## config.mk

```make
export PLATFORM = sky130hd
export DESIGN_NAME = limit_fault_voter
export DESIGN_NICKNAME = d
export VERILOG_FILES = /design/src/rtl/limit_fault_voter.sv
export SDC_FILE = /design/constraint.sdc
export NUM_CORES = 1
export LEC_CHECK = 0
export BUFFER_PORTS_ARGS = -buffer_cell sky130_fd_sc_hd__buf_4
export CORE_AREA = 2 2 485 487
export CTS_BUF_LIST = sky130_fd_sc_hd__clkbuf_4
export DETAILED_ROUTE_END_ITERATION = 12
export DIE_AREA = 0 0 487 489
export PLACE_DENSITY = 0.33
export SLEW_MARGIN = 0
export SYNTH_ARGS = -nofsm -noshare
export SYNTH_HDL_FRONTEND = slang
export SYNTH_SLANG_ARGS = --single-unit
```

## constraint.sdc

```tcl
create_clock -name clk -period 6.2 [get_ports clk]
set_input_delay 0.62 -clock clk [delete_from_list [all_inputs] [get_ports clk]]
set_output_delay 0.62 -clock clk [all_outputs]
set_load 0.05 [all_outputs]
```

## src/rtl/limit_fault_voter.sv

```systemverilog
module limit_fault_voter #(
  parameter int NCH = 32,
  parameter int SW  = 12,
  parameter int PW  = 16
) (
  input  logic              clk,
  input  logic              rst,
  input  logic [NCH*SW-1:0] samples,
  input  logic [NCH*SW-1:0] lo_limits,
  input  logic [NCH*SW-1:0] hi_limits,
  input  logic [PW-1:0]     dwell_cycles,
  input  logic              shut_clr,
  input  logic              rd_addr,
  output logic [NCH-1:0]    rd_data,
  output logic [NCH-1:0]    fault_word,
  output logic              multi_fault,
  output logic              shutdown
);

  localparam logic [NCH-1:0] WORD_ONE = {{(NCH-1){1'b0}}, 1'b1};
  localparam logic [PW-1:0]  DWELL_ONE = {{(PW-1){1'b0}}, 1'b1};

  logic [NCH-1:0] out_now;
  logic [PW-1:0]  dwell;
  logic           trip;

  for (genvar i = 0; i < NCH; i++) begin : g_cmp
    logic [SW-1:0] s, lo, hi;
    assign s  = samples[i*SW +: SW];
    assign lo = lo_limits[i*SW +: SW];
    assign hi = hi_limits[i*SW +: SW];
    assign out_now[i] = (s > hi) || (s < lo);
  end

  always_ff @(posedge clk) begin
    if (rst) fault_word <= '0;
    else     fault_word <= out_now;
  end

  // clearing the lowest set bit leaves something only if two or more were set
  assign multi_fault = |(fault_word & (fault_word - WORD_ONE));

  always_ff @(posedge clk) begin
    if (rst || !multi_fault) dwell <= '0;
    else if (dwell != '1)    dwell <= dwell + DWELL_ONE;
  end

  assign trip = multi_fault && (dwell >= dwell_cycles);

  always_ff @(posedge clk) begin
    if (rst)           shutdown <= 1'b0;
    else if (trip)     shutdown <= 1'b1;
    else if (shut_clr) shutdown <= 1'b0;
  end

  assign rd_data = rd_addr ? {{(NCH-1){1'b0}}, multi_fault} : fault_word;

endmodule

```

==> summary.md <==
| Metric | Value |
|---|---|
| Critical Path End Type | `output port` |
| Asr flop ratio synth | `0%` |
| Cell area after synthesis | `20900 um2` |
| Tot Pwr | `2.96 mW` |
| Required time worst endpoint | `5.58 ns` |
| Final std cells w/o fill | `7153` |
| Routed WL per cell | `26.0 um` |
| EDFF count, synth | `0` |
| Min setup slack post-route | `2.03 ns` |
| Area occupied by multi-input gates | `17100 um2` |
| Hold Fails Final Rpt | `0` |
| Root Buffer | `clkbuf_4` |
| Outcome | `completed` |
| Starting Density | `8.95%` |
| Largest family of logic cells by synthesized area | `adder cells` |
| Worst hold path type | `flop to flop` |
| Nets | `5966` |
| Top-level I/O count | `1238` |
| Filler Cell Count | `27081` |
| WL final | `186000 um` |
| Routed Antenna Nets | `0` |
| Flops & latches, synth | `49` |
| Seq. cell area | `981 um2` |
| RSZ-0062 raised after global routing | `no` |
| Post-synthesis instance total | `2796` |
| Post-synthesis sequential area ratio | `4.69%` |
| RD Place Congestion | `0.943` |
| Synth Area in Simple Gates | `15.1%` |
| H-Tree Depth | `2` |
| Pwr Density | `86.4 nW/um2` |
| CTS-repair resized insts | `0` |
| Maximum clock frequency | `0.240 GHz` |
| Vias per cell | `3.54` |
| Hpwl dp | `178000 um` |
| Post-synth cell types | `56` |
| Core Box Area | `234000 um2` |
| Die Footprint | `238000 um2` |
| DRC | `0` |
| Syn Nets | `4721` |
| Largest net degree at the start of global routing | `34` |
| Layout area overhead | `64.1%` |
| I/O Buffers | `1237` |
| Dpl ws | `2.46 ns` |
| Vias | `25347` |
| Vias in the first global route | `26511` |
| Slew Viols, Final | `0` |
| GRT Overall Usage | `14.9%` |
| Inserted Clock Buffers | `5` |
| Initial DRC Count | `918` |
| Arrival time at the worst endpoint | `3.55 ns` |
| Synth warn | `0` |
| Final Skew | `0.00897 ns` |
| Synth top area cells | `ha_1 45%, inv_1 14%, a21o_1 5.2%` |
| Layout cell share with drive strength beyond 1 | `31.7%` |
| # hold bufs at CTS | `0` |
| DR pass1 iterations | `7` |
| Post-synthesis xor/xnor area fraction | `0.419%` |
| Maximum vdd ir drop | `0.0000676 V` |
| Static leakage | `19.2 nW` |
| Setup Viol. Count Final | `0` |
| Commonest non-fill, non-tap cell in the layout | `buf_4` |
| Final min period | `4.17 ns` |
| Worst-path fanout max | `18` |
| Fraction of the mapped netlist area in adder cells | `45.1%` |
| Most frequent cells in the layout | `1251 x buf_4, 760 x inv_1, 753 x ha_1` |
| Final Cycle Share | `67.2%` |
| Final core utilization | `14.7%` |
| Clk buf depth | `2` |
| Average cell area after synthesis | `7.48 um2` |
| Mux share of post-synthesis cell area | `0.0957%` |
| Post-CTS setup buffer count | `0` |
| Worst-Skew Late Latency | `0.44 ns` |
| Startpoint types | `flop` |
| Die X | `487 um` |
| # rows | `178` |
| Synth Flop Type | `dfxtp_1` |
| CTS tree | `yes` |
| Yosys top cell by area | `ha_1` |
| Placed cell count | `7094` |
| Max-capacitance violation count | `0` |
| Global-route wire length before repair | `237000 um` |
| Compound-Gate Fraction of Synth Area | `20.7%` |
| Clock sink total | `49` |
| Clk pin slew, worst setup/hold paths | `0.19 ns` |
| Final TNS setup | `0 ns` |
| Crit path kind | `flop to output port` |
| Worst slew pin tran | `0.872 ns` |
| Share of the synthesized area in the top cell type | `45.0%` |
| Total congestion overflow | `0` |
| Die H | `489 um` |
| Antenna violations before repair | `188` |
| Rel. slew slack | `41.5%` |
[area by class of cell]
class	count	share of cell area, %
Clock inverter	2	0.102
Tap cell	3060	11.2
Clock buffer	5	0.109
Inverter	760	8.31
Multi-Input combinational cell	1973	49.7
Timing Repair Buffer	1252	27.4
Sequential cell	49	2.86
Antenna cell	52	0.379
[cell families (layout without fill, tap and decap cells)]
logic type,after synthesis,after routing
buf+inv,774,2019
fa+ha+maj,754,754
compound gates,643,643
simple gates,564,564
flops,49,49
xor+xnor,10,10
mux,2,2
other cells,0,52
[stage by stage]
step	hold slack (ns)	area [um2]
floorplan	0.480	20900
global placement	0.534	34100
detailed placement	0.538	34100
CTS	0.568	34200
global route	0.599	34200
finish	0.565	34300
[Yosys cell counts, drive strengths merged (2+ instances only)]
| master | count |
|---|---|
| nand4 | 87 |
| nor2b | 95 |
| o41a | 7 |
| a21o | 144 |
| nor3 | 100 |
| nand2b | 50 |
| o211ai | 8 |
| nor2 | 101 |
| o2111ai | 21 |
| a31oi | 2 |
| inv | 760 |
| a2111oi | 28 |
| nor3b | 2 |
| a21boi | 14 |
| a41oi | 7 |
| o21a | 52 |
| clkbuf | 10 |
| o31ai | 13 |
| buf | 4 |
| a22o | 8 |
| o21ai | 139 |
| or4 | 14 |
| nand2 | 31 |
| a211o | 5 |
| a21oi | 142 |
| xor2 | 3 |
| o221a | 5 |
| o32ai | 7 |
| ha | 753 |
| xnor2 | 7 |
| nand4b | 3 |
| mux2i | 2 |
| nand3 | 25 |
| dfxtp | 49 |
| a211oi | 22 |
| a2111o | 13 |
| nor4 | 38 |
| o41ai | 2 |
| and4 | 14 |
[where the power goes]
part	switching, mW	internal (mW)
clock network	0.147	0.0821
logic	1.25	1.08
registers	0.0561	0.348
[critical path: stages, from the launching register on]
cell      delay, ns
dfxtp_1        0.39
nor3_1         0.45
and4_1         0.50
nand4_1        0.19
a222oi_1       0.42
nand4b_1       0.25
nor3_4         0.22
buf_4          0.30
a21oi_2        0.14
buf_4          0.23
[state kept, by name, summed over array words and instances (netlist names)]
name,cells
shutdown,1
dwell,16
fault_word,32
[metal layers]
metal / vias to the layer above / track usage (%) / routed length (um)
met3: 265 / 7.86 / 22600
met4: 142 / 2.80 / 3020
met2: 1127 / 24.9 / 86000
li1: 12331 / - / -
met1: 11482 / 16.7 / 73000
met5: - / 0 / 931
[path summary, 6_finish.rpt]
| check | startpoint | to | slack, ns | cells past startpoint |
|---|---|---|---|---|
| setup / recovery | fault_word[9]$_SDFF_PP0_ | rd_data[0] | 2.03 | 9 |
| hold reg to reg | dwell[15]$_SDFFE_PP0P_ | dwell[15]$_SDFFE_PP0P_ | 0.57 | 1 |
| hold / removal | dwell[15]$_SDFFE_PP0P_ | dwell[15]$_SDFFE_PP0P_ | 0.57 | 1 |
| setup reg to reg | fault_word[9]$_SDFF_PP0_ | dwell[15]$_SDFFE_PP0P_ | 3.24 | 8 |
Note: power is estimated with default switching activity, not from simulation.
